## src/rtl/sfseq_pkg.sv

```systemverilog
package sfseq_pkg;
  localparam int CNT_W  = 8;
  localparam int BUF_W  = 2;
  localparam int SKIP_W = 2;
  localparam int NUM_DESC = 4;
  localparam int IDX_W  = $clog2(NUM_DESC);

  typedef struct packed {
    logic              exclWcnt;
    logic              addTrail;
    logic              skipWhite;
    logic [SKIP_W-1:0] crcSkip;
    logic              calcCrc;
    logic              inclCrc;
    logic [BUF_W-1:0]  bufSel;
    logic [CNT_W-1:0]  wordCnt;
  } descT;

  localparam int DESC_W = $bits(descT);

  typedef enum logic [1:0] {
    MODE_RELOAD = 2'd0,
    MODE_ALT    = 2'd1,
    MODE_STICK  = 2'd2,
    MODE_FRAME  = 2'd3
  } selModeT;

  typedef enum logic [1:0] {
    ST_IDLE   = 2'd0,
    ST_RUN    = 2'd1,
    ST_RELOAD = 2'd2
  } seqStateT;

  typedef struct packed {
    logic             load;
    logic             dec;
    logic             clr;
    logic [IDX_W-1:0] loadIdx;
  } seqStrbT;
endpackage

```

## src/rtl/sfseq_ctrl.sv

```systemverilog
module sfseq_ctrl
  import sfseq_pkg::*;
(
  input  logic             clk,
  input  logic             rstN,
  input  logic             frameStart,
  input  logic             frameEnd,
  input  logic             wordStrobe,
  input  logic             dirRx,
  input  logic [1:0]       txMode,
  input  logic [1:0]       rxMode,
  input  logic             lastWord,
  output seqStrbT          strb,
  output logic             busy,
  output logic [IDX_W-1:0] curIdx,
  output logic             txSelStat,
  output logic             rxSelStat,
  output logic             subEnd
);
  seqStateT state;
  logic     dirQ;
  logic     selQ;
  logic     parTx;
  logic     parRx;
  logic     endQ;
  selModeT  startMode;
  selModeT  runMode;
  logic     startSel;
  logic     nextSel;

  // policy that applies to a frame being started, and to the running frame
  always_comb begin
    startMode = selModeT'(dirRx ? rxMode : txMode);
    runMode   = selModeT'(dirQ ? rxMode : txMode);
    startSel  = (startMode == MODE_FRAME) ? (dirRx ? parRx : parTx) : 1'b0;
    case (runMode)
      MODE_RELOAD: nextSel = 1'b0;
      MODE_ALT:    nextSel = ~selQ;
      MODE_STICK:  nextSel = 1'b1;
      default:     nextSel = selQ;
    endcase
  end

  // strobes towards the datapath
  always_comb begin
    strb.load    = frameStart | ((state == ST_RELOAD) & ~frameEnd);
    strb.loadIdx = frameStart ? {dirRx, startSel} : {dirQ, nextSel};
    strb.clr     = ~frameStart & frameEnd;
    strb.dec     = ~frameStart & ~frameEnd & (state == ST_RUN) & wordStrobe;
  end

  always_ff @(posedge clk) begin
    if (!rstN) begin
      state     <= ST_IDLE;
      dirQ      <= 1'b0;
      selQ      <= 1'b0;
      parTx     <= 1'b0;
      parRx     <= 1'b0;
      txSelStat <= 1'b0;
      rxSelStat <= 1'b0;
      endQ      <= 1'b0;
    end else begin
      endQ <= 1'b0;
      if (frameStart) begin
        state <= ST_RUN;
        dirQ  <= dirRx;
        selQ  <= startSel;
        if (dirRx) rxSelStat <= startSel;
        else       txSelStat <= startSel;
        if (startMode == MODE_FRAME) begin
          if (dirRx) parRx <= ~parRx;
          else       parTx <= ~parTx;
        end
      end else if (frameEnd) begin
        state <= ST_IDLE;
      end else begin
        case (state)
          ST_RUN: begin
            if (wordStrobe && lastWord) begin
              endQ  <= 1'b1;
              state <= ST_RELOAD;
            end
          end
          ST_RELOAD: begin
            selQ  <= nextSel;
            if (dirQ) rxSelStat <= nextSel;
            else      txSelStat <= nextSel;
            state <= ST_RUN;
          end
          default: state <= ST_IDLE;
        endcase
      end
    end
  end

  assign busy   = (state != ST_IDLE);
  assign curIdx = busy ? {dirQ, selQ} : '0;
  assign subEnd = endQ;

  a_r4_end_single: assert property (@(posedge clk) disable iff (!rstN)
    endQ |=> !endQ);
  a_r11_abort_idle: assert property (@(posedge clk) disable iff (!rstN)
    (frameEnd && !frameStart) |=> (state == ST_IDLE && !endQ));
  a_r7_stick_second: assert property (@(posedge clk) disable iff (!rstN)
    (state == ST_RELOAD && runMode == MODE_STICK && !frameStart && !frameEnd) |=> selQ);
  a_r8_tx_parity_flip: assert property (@(posedge clk) disable iff (!rstN)
    (frameStart && !dirRx && startMode == MODE_FRAME) |=> (parTx != $past(parTx)));
  a_r12_restart_runs: assert property (@(posedge clk) disable iff (!rstN)
    frameStart |=> (state == ST_RUN && !endQ));
endmodule

```

## src/rtl/sfseq_data.sv

```systemverilog
module sfseq_data
  import sfseq_pkg::*;
(
  input  logic                   clk,
  input  logic                   rstN,
  input  seqStrbT                strb,
  input  logic                   busy,
  input  logic [IDX_W-1:0]       curIdx,
  input  descT [NUM_DESC-1:0]    descs,
  output logic [CNT_W-1:0]       subCnt,
  output logic                   lastWord,
  output logic [BUF_W-1:0]       bufSel,
  output logic                   inclCrc,
  output logic                   calcCrc,
  output logic [SKIP_W-1:0]      crcSkip,
  output logic                   skipWhite,
  output logic                   addTrail,
  output logic                   exclWcnt
);
  localparam logic [CNT_W-1:0] ONE = {{(CNT_W-1){1'b0}}, 1'b1};

  logic [CNT_W-1:0] cnt;
  descT             actDesc;

  always_ff @(posedge clk) begin
    if (!rstN)            cnt <= '0;
    else if (strb.clr)    cnt <= '0;
    else if (strb.load)   cnt <= descs[strb.loadIdx].wordCnt;
    else if (strb.dec)    cnt <= (cnt == '0) ? '0 : cnt - ONE;
  end

  assign lastWord = (cnt <= ONE);
  assign subCnt   = cnt;

  always_comb begin
    actDesc   = busy ? descs[curIdx] : '0;
    bufSel    = actDesc.bufSel;
    inclCrc   = actDesc.inclCrc;
    calcCrc   = actDesc.calcCrc;
    crcSkip   = actDesc.crcSkip;
    skipWhite = actDesc.skipWhite;
    addTrail  = actDesc.addTrail;
    exclWcnt  = actDesc.exclWcnt;
  end

  a_r3_count_down: assert property (@(posedge clk) disable iff (!rstN)
    (strb.dec && cnt > ONE) |=> (cnt == $past(cnt) - ONE));
  a_r11_clear_zero: assert property (@(posedge clk) disable iff (!rstN)
    strb.clr |=> (cnt == '0));
endmodule

```

## src/rtl/sfseq_top.sv

```systemverilog
module sfseq_top
  import sfseq_pkg::*;
(
  input  logic              clk,
  input  logic              rstN,
  input  logic              frameStart,
  input  logic              frameEnd,
  input  logic              wordStrobe,
  input  logic              dirRx,
  input  logic [1:0]        txMode,
  input  logic [1:0]        rxMode,
  input  logic [DESC_W-1:0] txDescA,
  input  logic [DESC_W-1:0] txDescB,
  input  logic [DESC_W-1:0] rxDescA,
  input  logic [DESC_W-1:0] rxDescB,
  output logic              busy,
  output logic [IDX_W-1:0]  activeIdx,
  output logic              txSelStat,
  output logic              rxSelStat,
  output logic [CNT_W-1:0]  subCnt,
  output logic              subEnd,
  output logic [BUF_W-1:0]  bufSel,
  output logic              inclCrc,
  output logic              calcCrc,
  output logic [SKIP_W-1:0] crcSkip,
  output logic              skipWhite,
  output logic              addTrail,
  output logic              exclWcnt
);
  seqStrbT             strb;
  logic                lastWord;
  descT [NUM_DESC-1:0] descs;

  assign descs[0] = descT'(txDescA);
  assign descs[1] = descT'(txDescB);
  assign descs[2] = descT'(rxDescA);
  assign descs[3] = descT'(rxDescB);

  sfseq_ctrl uCtrl (
    .clk(clk), .rstN(rstN), .frameStart(frameStart), .frameEnd(frameEnd),
    .wordStrobe(wordStrobe), .dirRx(dirRx), .txMode(txMode), .rxMode(rxMode),
    .lastWord(lastWord), .strb(strb), .busy(busy), .curIdx(activeIdx),
    .txSelStat(txSelStat), .rxSelStat(rxSelStat), .subEnd(subEnd)
  );

  sfseq_data uData (
    .clk(clk), .rstN(rstN), .strb(strb), .busy(busy), .curIdx(activeIdx),
    .descs(descs), .subCnt(subCnt), .lastWord(lastWord), .bufSel(bufSel),
    .inclCrc(inclCrc), .calcCrc(calcCrc), .crcSkip(crcSkip),
    .skipWhite(skipWhite), .addTrail(addTrail), .exclWcnt(exclWcnt)
  );
endmodule

```

## config.mk

```make
export PLATFORM = sky130hd
export DESIGN_NAME = sfseq_top
export DESIGN_NICKNAME = d
export VERILOG_FILES = /design/src/rtl/sfseq_pkg.sv /design/src/rtl/sfseq_ctrl.sv /design/src/rtl/sfseq_data.sv /design/src/rtl/sfseq_top.sv
export SDC_FILE = /design/constraint.sdc
export NUM_CORES = 1
export LEC_CHECK = 0
export BUFFER_PORTS_ARGS = -buffer_cell sky130_fd_sc_hd__buf_2
export CORE_MARGIN = 2
export CORE_UTILIZATION = 25
export CTS_BUF_LIST = sky130_fd_sc_hd__clkbuf_4 sky130_fd_sc_hd__clkbuf_8 sky130_fd_sc_hd__clkbuf_16
export CTS_CLUSTER_DIAMETER = 60
export DETAILED_ROUTE_END_ITERATION = 8
export PLACE_DENSITY = 0.55
export SKIP_CTS_REPAIR_TIMING = 1
export SLEW_MARGIN = 20
export SYNTH_ARGS = -nofsm -noshare
export SYNTH_HDL_FRONTEND = slang
export SYNTH_SLANG_ARGS = --single-unit
```

## constraint.sdc

```tcl
create_clock -name clk -period 1.9 [get_ports clk]
set_clock_uncertainty 0.05 [all_clocks]
set_input_delay 0.095 -clock clk [delete_from_list [all_inputs] [get_ports clk]]
set_output_delay 0.095 -clock clk [all_outputs]
set_load 0.005 [all_outputs]
```

==> results of run 1 <==
[sequential cells by signal, indices dropped and copies added, names as in the netlist]
register,count
uCtrl.rxSelStat,1
uCtrl.parTx,1
uCtrl.txSelStat,1
uCtrl.dirQ,1
uCtrl.selQ,1
uData.subCnt,8
uCtrl.state,2
uCtrl.subEnd,1
uCtrl.parRx,1
[worst min-delay path by stage]
stage,slack (ns),from,end,depth (start not counted)
after floorplan,0.16,rstN,uCtrl.state[0],1
after global placement,0.37,rstN,uCtrl.state[0],2
after detailed placement,0.37,frameStart,uCtrl.state[0],2
after CTS,0.11,rstN,uCtrl.state[0],2
after global routing,0.11,rstN,uCtrl.state[0],2
final,0.11,rstN,uCtrl.state[0],2
[cells in the final DEF, fill, tap and decap left out, drive strengths merged, types with 6 or more instances in the layout]
| master | instances |
|---|---|
| dfxtp | 17 |
| o21ai | 8 |
| mux2i | 20 |
| a21oi | 11 |
| nand2 | 9 |
| o211a | 6 |
| inv | 8 |
| nor2b | 14 |
| nor2 | 10 |
| buf | 119 |
| mux4 | 9 |
[per-stage QoR]
| step | cells | hold WS, ns |
|---|---|---|
| 3_5_place_dp | 346 | 0.374 |
| 5_1_grt | 353 | 0.105 |
| 2_1_floorplan | 162 | 0.163 |
| 6_report | 353 | 0.105 |
| 4_1_cts | 350 | 0.108 |
| 3_3_place_gp | 346 | 0.374 |
[synthesized netlist by cell type, drive strengths merged (2+ instances only)]
cell     n  area, um^2
nor2b   14        87.6
nand4b   2        17.5
or4      2        22.5
and2     4        25.0
o221ai   5        43.8
o211a    6        60.1
o21ai    8        43.8
o22ai    2        12.5
xor2     3        26.3
mux4     9         203
nand2    9        33.8
buf      4        27.5
nand4    2        12.5
dfxtp   17         340
nor3     2        15.0
xnor2    3        26.3
nor2    10        37.5
inv      8        30.0
clkbuf   4        15.0
mux2i   20         200
a21oi   11        55.1
ha       3        37.5
o21a     2        15.0
[layout make-up]
class / count / area, um^2
multi-input combinational: 129 / 1130
clock inverter: 1 / 5.00
timing repair buffer: 120 / 706
sequential: 17 / 345
tap: 75 / 93.8
clock buffer: 3 / 41.3
fill: 609 / 3460
inverter: 8 / 30.0
[power breakdown]
part	total, mW	switching, mW	internal, mW
sequential	0.399	0.0202	0.379
combinational	0.560	0.243	0.316
clock	0.287	0.141	0.146
[kinds of logic after synthesis]
kind of cell / Yosys count
AO/OA/AOI/OAI: 40
XOR/XNOR: 6
adder cells (fa/ha/maj): 3
buffers and inverters: 16
flip-flops: 17
multiplexers: 29
AND/OR/NAND/NOR: 51
[per-layer routing]
metal  global-route usage, %  part of all wire [%]  vias to the layer above  wire length [um]
met5                       0                     0                        -                 0
met4                    3.05                  0.70                        0                34
met3                    3.00                   9.8                        5               479
met2                    27.1                    49                       85              2360
met1                    15.8                    41                      800              2000
li1                        -                     -                      842                 -
[critical path, delay by kind of cell (launching register included)]
family | cells | cell delay [ns]
AO/OA/AOI/OAI | 3 | 0.46
flip-flops | 1 | 0.31
AND/OR/NAND/NOR | 2 | 1.00
==> results.md, run 1 <==
* Routed via count at 1,732
* Die extent in y at 81.0 um
* TritonRoute pass-1 iters at 4
* Layout cells sized above 1 at between 50% and 60%
* Post-Syn Area per Cell at between 9 and 10 um^2
* Post-synthesis compound-gate area fraction at between 10% and 20%
* Mapped Nets at 243
* Post-synthesis mux area share at 27.2%
* Critical Path Source Type: flop
* Die Wd at between 80 and 90 um
* Overall Power at between 1 and 1.5 mW
* R2R depth at 5
* Vias in the first global route at roughly 1,600
* First-pass GRT wire length at approximately 7200 um
* DRC errors left at 0
* Worst slack, placed at about 0.0076 ns
* WL final at around 5000 um
* IO Pins at between 100 and 150
* Area Growth Syn to Fin at 58.4%
* Antenna violations before repair at 0
* Max Slew Vio Count at 0
* Crit-path max cell delay at 0.54 ns
* CTS Buf Count at 3
* H-tree depth at 1
* Total GRT Usage at between 10% and 20%
* Critical Path Start: uData.subCnt[5]
* Relative slew slack at 72.9%
* Adder-Cell Fraction of Synth Area at under 10%
* Post-Syn Area at about 0.0015 mm^2
* Tmin final at between 1.5 and 2 ns
* Critical path arrival at around 2.0 ns
* Crit-path cells: or4_4 > or4_4 > a21oi_2 > o22ai_1 > o211a_1
* Cell row count at 28
* Placer Congestion at just over 0.8
* Deepest clock path buffer count at 2
* Via/cell ratio at 4.91
* Setup ws final at -0.0234 ns
* Max Freq at 520 MHz
* Main synth FF type: dfxtp_1
* Core Box Area at slightly below 0.006 mm^2
* Seq cells post-synth at 17
* Failing checks: setup timing
* Synth warn at 0
* Async set-reset flop share out of synthesis at 0%
* Pleak at 1.22 nW
* Worst min path class: input pin to flop
* Top cell by count, worst path: or4_4
* CTS tree: done
* 1st-iter DRT viols at 31
* Wirelength per Cell at about 14 um
* Cell area power density at approximately 530 mW/mm^2
* Placed instance area at 0.00221 mm^2
* Setup_tns at -0.0234 ns
* Post-synth EDFFs at 0
* Fraction of the cycle the final worst path needs at 101%
* Worst R2R Setup Slack at -0.02 ns
* Unrepaired setup endpoints after global routing: true
* Clock Latency Late Sink at between 0.2 and 0.3 ns
* Reg-to-reg startpoint: uData.subCnt[5]
* Max cap viols at 0
* Setup violations, final at 1
* Post-DRT Antenna Nets at 0
* Hpwl dp at 3860 um
* CP required at around 2.0 ns
* Mapped Cells at ~160
* Largest net degree at the start of global routing at 13
* Critical path's slowest cell: or4_4
* Crit Path Max Fanout at 3
* Post-layout util at between 40% and 50%
* Crit Reg-Reg Endpoint: uData.subCnt[7]
* Nets at 360
* Fin area at ~0.0024 mm^2
* Root buffer cell: clkbuf_8
* Endpoints failing hold at 0
* Worst-margin pin slew at roughly 0.41 ns
* CP Capture Point: uData.subCnt[7]
* Outcome: finished, violations left
* Die area at between 0.006 and 0.007 mm^2
* Unique masters post-synth at 40
* I/O Buffers at 100
* Clock-pin slew on the worst setup and hold paths at roughly 0.08 ns
* XOR/XNOR Fraction of Synth Area at 3.54%
* Main combinational cell family by area after synthesis: multiplexers
* Sequential area share after synthesis at between 20 and 25%
* Total grt overflow at 0
* VDD IR max at approximately 0.00025 V
* Diodes inserted at 0
* Critical path endpoint category: flop
* Simple logic cell fraction of the synthesized area at 19.6%
* Setup Crit Path Kind: flop to flop
* Sink Count at 17
* Initial Util at 25.5%
(Power assumes the default switching activity.)
==> run 2: changes to the inputs <==
Settings changed: SKIP_CTS_REPAIR_TIMING 1 to default.
==> results.md, run 2 (synthesis results as in run 1) <==
* Outcome: finished, violations left
* Failing checks: setup timing
* Overall Power at between 1 and 1.5 mW
* Combinational power share at between 40% and 50%
* Max Slew Vio Count at 0
* Worst slack, placed at around 0.0076 ns
* Worst min path class: input pin to flop
* Sequential power share at 32.2%
* Wirelength per Cell at 13.8 um
* Antenna violations before repair at 0
* 1st-iter DRT viols at 36
* WL final at around 5000 um
* Crit-path cells: or4_4 > or4_4 > a21oi_2 > o22ai_1 > o211a_1
* Area Growth Syn to Fin at 58.1%
* Relative slew slack at between 70% and 80%
* Critical path arrival at roughly 2.0 ns
* # fillers at a little over 600
* Multi-input combinational cell area at approximately 0.0011 mm^2
* Initial Util at 25.5%
* Crit-path max cell delay at 0.54 ns
* Max Freq at ~520 MHz
* I/O Buffers at 100
* Hold buffer count at cts at 0
* CTS tree: done
* Tmin final at 1.92 ns
* Critical path endpoint category: flop
* Critical Path Source Type: flop
* Cell area power density at roughly 530 mW/mm^2
* TritonRoute pass-1 iters at 4
* Die area at 0.00657 mm^2
* Core Box Area at 0.00582 mm^2
* Die extent in y at between 80 and 90 um
* Clock-pin slew on the worst setup and hold paths at about 0.08 ns
* Post-DRT Antenna Nets at 0
* First-pass GRT wire length at 7220 um
* Fin area at 0.00235 mm^2
* Max FFs per register at 8
* Root buffer cell: clkbuf_8
* Int Pwr at between 800 and 900 uW
* Most frequent cells in the layout: 100 x buf_2, 18 x mux2i_1, 15 x buf_4, 15 x dfxtp_1, 14 x nor2b_1
* Placed instance area at about 0.0022 mm^2
* Routed via count at 1,723
* CP required at 2.01 ns
* Top cell by count, worst path: or4_4
* Most common cell after layout, fill and taps aside: buf_2
* Hpwl dp at slightly below 4000 um
* Endpoints failing hold at 0
* Deepest clock path buffer count at 2
* Critical path's slowest cell: or4_4
* Worst path top cell family by delay: simple AND/OR/NAND/NOR gates
* Placer Congestion at 0.819
* Crit Path Max Fanout at 3
* Setup violations, final at 1
* CTS Buf Count at 3
* Clock share of power at a little under a quarter
* Cell row count at 28
* Sink Count at 17
* Setup ws final at -0.0208 ns
* Layout cells sized above 1 at 53.2%
* VDD IR max at between 0.0002 and 0.0003 V
* Max cap viols at 0
* Pleak at 1.22 nW
* Clock Latency Late Sink at 0.26 ns
* H-tree depth at 1
* Unrepaired setup endpoints after global routing: true
* Fraction of the cycle the final worst path needs at 101%
* Worst-margin pin slew at 0.409 ns
* Nets at 360
* CP bufs+invs at 0
* IO Pins at 101
* Largest net degree at the start of global routing at 13
* DRC errors left at 0
* Diodes inserted at 0
* Switching power total at between 400 and 500 uW
* Total grt overflow at 0
* Via/cell ratio at ~5
* Sw Share at 32.3%
* Setup Crit Path Kind: flop to flop
* Vias in the first global route at between 1,500 and 2,000
* Die Wd at roughly 80 um
* Total GRT Usage at between 10 and 15%
* Reg area at ~350 um^2
-- run 2: cell counts in the layout (fill, tap and decap cells not counted) --
Identical to the previous run, type by type.
-- run 2: worst paths after layout --
check,start,end,slack (ns),cells after the start
max reg2reg,uData.subCnt[5],uData.subCnt[7],-0.02,5
min reg2reg,uCtrl.rxSelStat,uCtrl.rxSelStat,0.52,3
min,rstN,uCtrl.state[0],0.11,2
max,uData.subCnt[5],uData.subCnt[7],-0.02,5
-- run 2: power by group through the flow --
| stage | combinational, mW | sequential [mW] | clock (mW) |
|---|---|---|---|
| after floorplan | 0.286 | 0.412 | 0 |
| after global placement | 0.518 | 0.405 | 0 |
| after detailed placement | 0.523 | 0.406 | 0 |
| after CTS | 0.527 | 0.398 | 0.291 |
| after global routing | 0.613 | 0.402 | 0.313 |
| final | 0.557 | 0.400 | 0.284 |
-- run 2: stage by stage --
step | hold WS (ns) | util (%) | instances | TNS (ns)
after floorplan | 0.163 | - | 162 | 0
after global placement | 0.374 | 38.0 | 346 | 0
after detailed placement | 0.374 | 38.0 | 346 | 0
after CTS | 0.108 | 38.9 | 350 | -0.0188
after global routing | 0.105 | 40.3 | 353 | -0.149
final | 0.108 | 40.3 | 353 | -0.0208
-- run 2: layout make-up --
type / count / area share, %
Tap cell: 75 / 4.00
Inverter: 8 / 1.28
Timing Repair Buffer: 120 / 30.2
Sequential cell: 17 / 14.7
Clock buffer: 3 / 1.76
Multi-Input combinational cell: 129 / 47.8
Clock inverter: 1 / 0.213
-- run 2: worst register-to-register path: stages, from the launching register on --
cell     delay [ns]
dfxtp_1        0.31
or4_4          0.54
or4_4          0.46
a21oi_2        0.15
o22ai_1        0.08
o211a_1        0.24
-- run 2: what timing repair did --
item / in CTS / in global routing
endpoints found under the setup margin: 7 / 17
cloned: 0 / 1
pin swaps: 0 / 6
gates resized for setup: 1 / 10
setup buffers: 0 / 2
-- run 2: layer usage --
metal	wire length, um	track usage (%)	vias to the layer above
li1	-	-	840
met1	1960	15.7	793
met2	2370	27.1	86
met3	517	3.00	4
met4	23	3.05	0
met5	0	0	-
==> run 3: changes to the inputs <==
Settings changed: CORE_ASPECT_RATIO from default to 1.25.
==> results.md, run 3 (synthesis results as in run 1) <==
* Deepest clock path buffer count at 2
* Max Freq at slightly above 500 MHz
* Placed instance area at 0.00216 mm^2
* # fillers at roughly 600
* Critical path's slowest cell: or4_4
* Crit-path cells: or4_4 > or4_4 > a21oi_2 > o22ai_2 > o211a_1
* Worst slack, placed at -0.0119 ns
* Post-DRT Antenna Nets at 0
* Setup ws final at -0.0314 ns
* VDD IR max at ~0.00027 V
* WL final at around 4600 um
* Clock Latency Late Sink at 0.26 ns
* CP required at ~2 ns
* Failing checks: setup timing
* Endpoints failing hold at 0
* CTS Buf Count at 3
* Die area at about 0.0066 mm^2
* Fin area at 0.00225 mm^2
* Cell row count at 31
* Die extent in y at roughly 90 um
* Via/cell ratio at approximately 5
* Cell area power density at 532 mW/mm^2
* Multi-input combinational cell area at approximately 0.0011 mm^2
* Root buffer cell: clkbuf_8
* Relative slew slack at approximately three quarters
* Initial Util at between 20% and 30%
* Post-layout util at 39.0%
* Outcome: finished, violations left
* Placer Congestion at between 0.7 and 0.8
* Area Growth Syn to Fin at 51.9%
* Total GRT Usage at 13.4%
* Nets at roughly 360
* Critical Path Source Type: flop
* Max FFs per register at 8
* Max Slew Vio Count at 0
* Setup Crit Path Kind: flop to flop
* Wirelength per Cell at between 10 and 15 um
* Top cell by count, worst path: or4_4
* H-tree depth at 1
* Overall Power at 1.20 mW
* CTS tree: done
* Crit Path Max Fanout at 3
* Crit-path max cell delay at around 0.54 ns
* Critical path endpoint category: flop
* Reg area at 347 um^2
* Layout cells sized above 1 at a little over half
* Setup violations, final at 1
* Sink Count at 17
* 1st-iter DRT viols at 51
* IO Pins at a little over 100
* TritonRoute pass-1 iters at 4
* Most frequent cells in the layout: 100 x buf_2, 19 x mux2i_1, 14 x nor2b_1, 14 x buf_4, 14 x dfxtp_1
* Worst-margin pin slew at 0.380 ns
* Diodes inserted at 0
* Antenna violations before repair at 0
* Fraction of the cycle the final worst path needs at 102%
* DRC errors left at 0
* Hold buffer count at cts at 0
* Routed via count at 1,664
* Total grt overflow at 0
* Critical path arrival at ~2.0 ns
* Max cap viols at 0
* Core Box Area at 0.00578 mm^2
* Hold_ws at ~0.093 ns
* Worst path top cell family by delay: simple AND/OR/NAND/NOR gates
* I/O Buffers at 100
* Worst min path class: input pin to flop
* Pleak at 1.18 nW
* Most common cell after layout, fill and taps aside: buf_2
* Vias in the first global route at roughly 1,600
* Die Wd at between 70 and 80 um
* Tmin final at about 1.9 ns
* First-pass GRT wire length at about 7200 um
* Clock-pin slew on the worst setup and hold paths at about 0.070 ns
* CP bufs+invs at 0
* Largest net degree at the start of global routing at 16
* Unrepaired setup endpoints after global routing: true
* Hpwl dp at roughly 3700 um
-- run 3: final timing paths --
| check | from | to | slack [ns] | cells after the start |
|---|---|---|---|---|
| worst max-delay path | uData.subCnt[5] | uData.subCnt[7] | -0.03 | 5 |
| worst min-delay path | rstN | uCtrl.state[0] | 0.09 | 2 |
| worst max register to register | uData.subCnt[5] | uData.subCnt[7] | -0.03 | 5 |
| worst min register to register | uCtrl.txSelStat | uCtrl.txSelStat | 0.52 | 3 |
-- run 3: final cells by class --
| cell class | count | area share (%) |
|---|---|---|
| Multi-Input combinational cell | 129 | 48.4 |
| Timing Repair Buffer | 117 | 29.1 |
| Sequential cell | 17 | 15.4 |
| Tap cell | 66 | 3.66 |
| Clock buffer | 3 | 1.83 |
| Inverter | 8 | 1.33 |
| Clock inverter | 1 | 0.222 |
-- run 3: per-layer routing --
metal	routed length, um	GRT usage [%]
met1	1800	15.0
met3	400	3.25
met4	30	2.78
met2	2340	25.0
met5	0	0
-- run 3: per-stage QoR --
stage                     cells  TNS, ns
after detailed placement    334  -0.0119
after floorplan             162        0
after global routing        341   -0.247
after CTS                   338  -0.0290
after global placement      334        0
final                       341  -0.0314
-- run 3: power breakdown --
part	switching (mW)	internal (mW)	leakage (nW)	total [mW]
Clock	0.134	0.146	0.0255	0.279
Sequential	0.0186	0.380	0.141	0.398
Combinational	0.229	0.293	1.02	0.522
Total	0.381	0.818	1.18	1.20
-- run 3: what timing repair did --
| item | in CTS | in global routing |
|---|---|---|
| setup buffers | 0 | 3 |
| resized for setup | 2 | 6 |
| pin swaps | 2 | 2 |
| cloned | 0 | 0 |
| setup endpoints to repair | 5 | 7 |
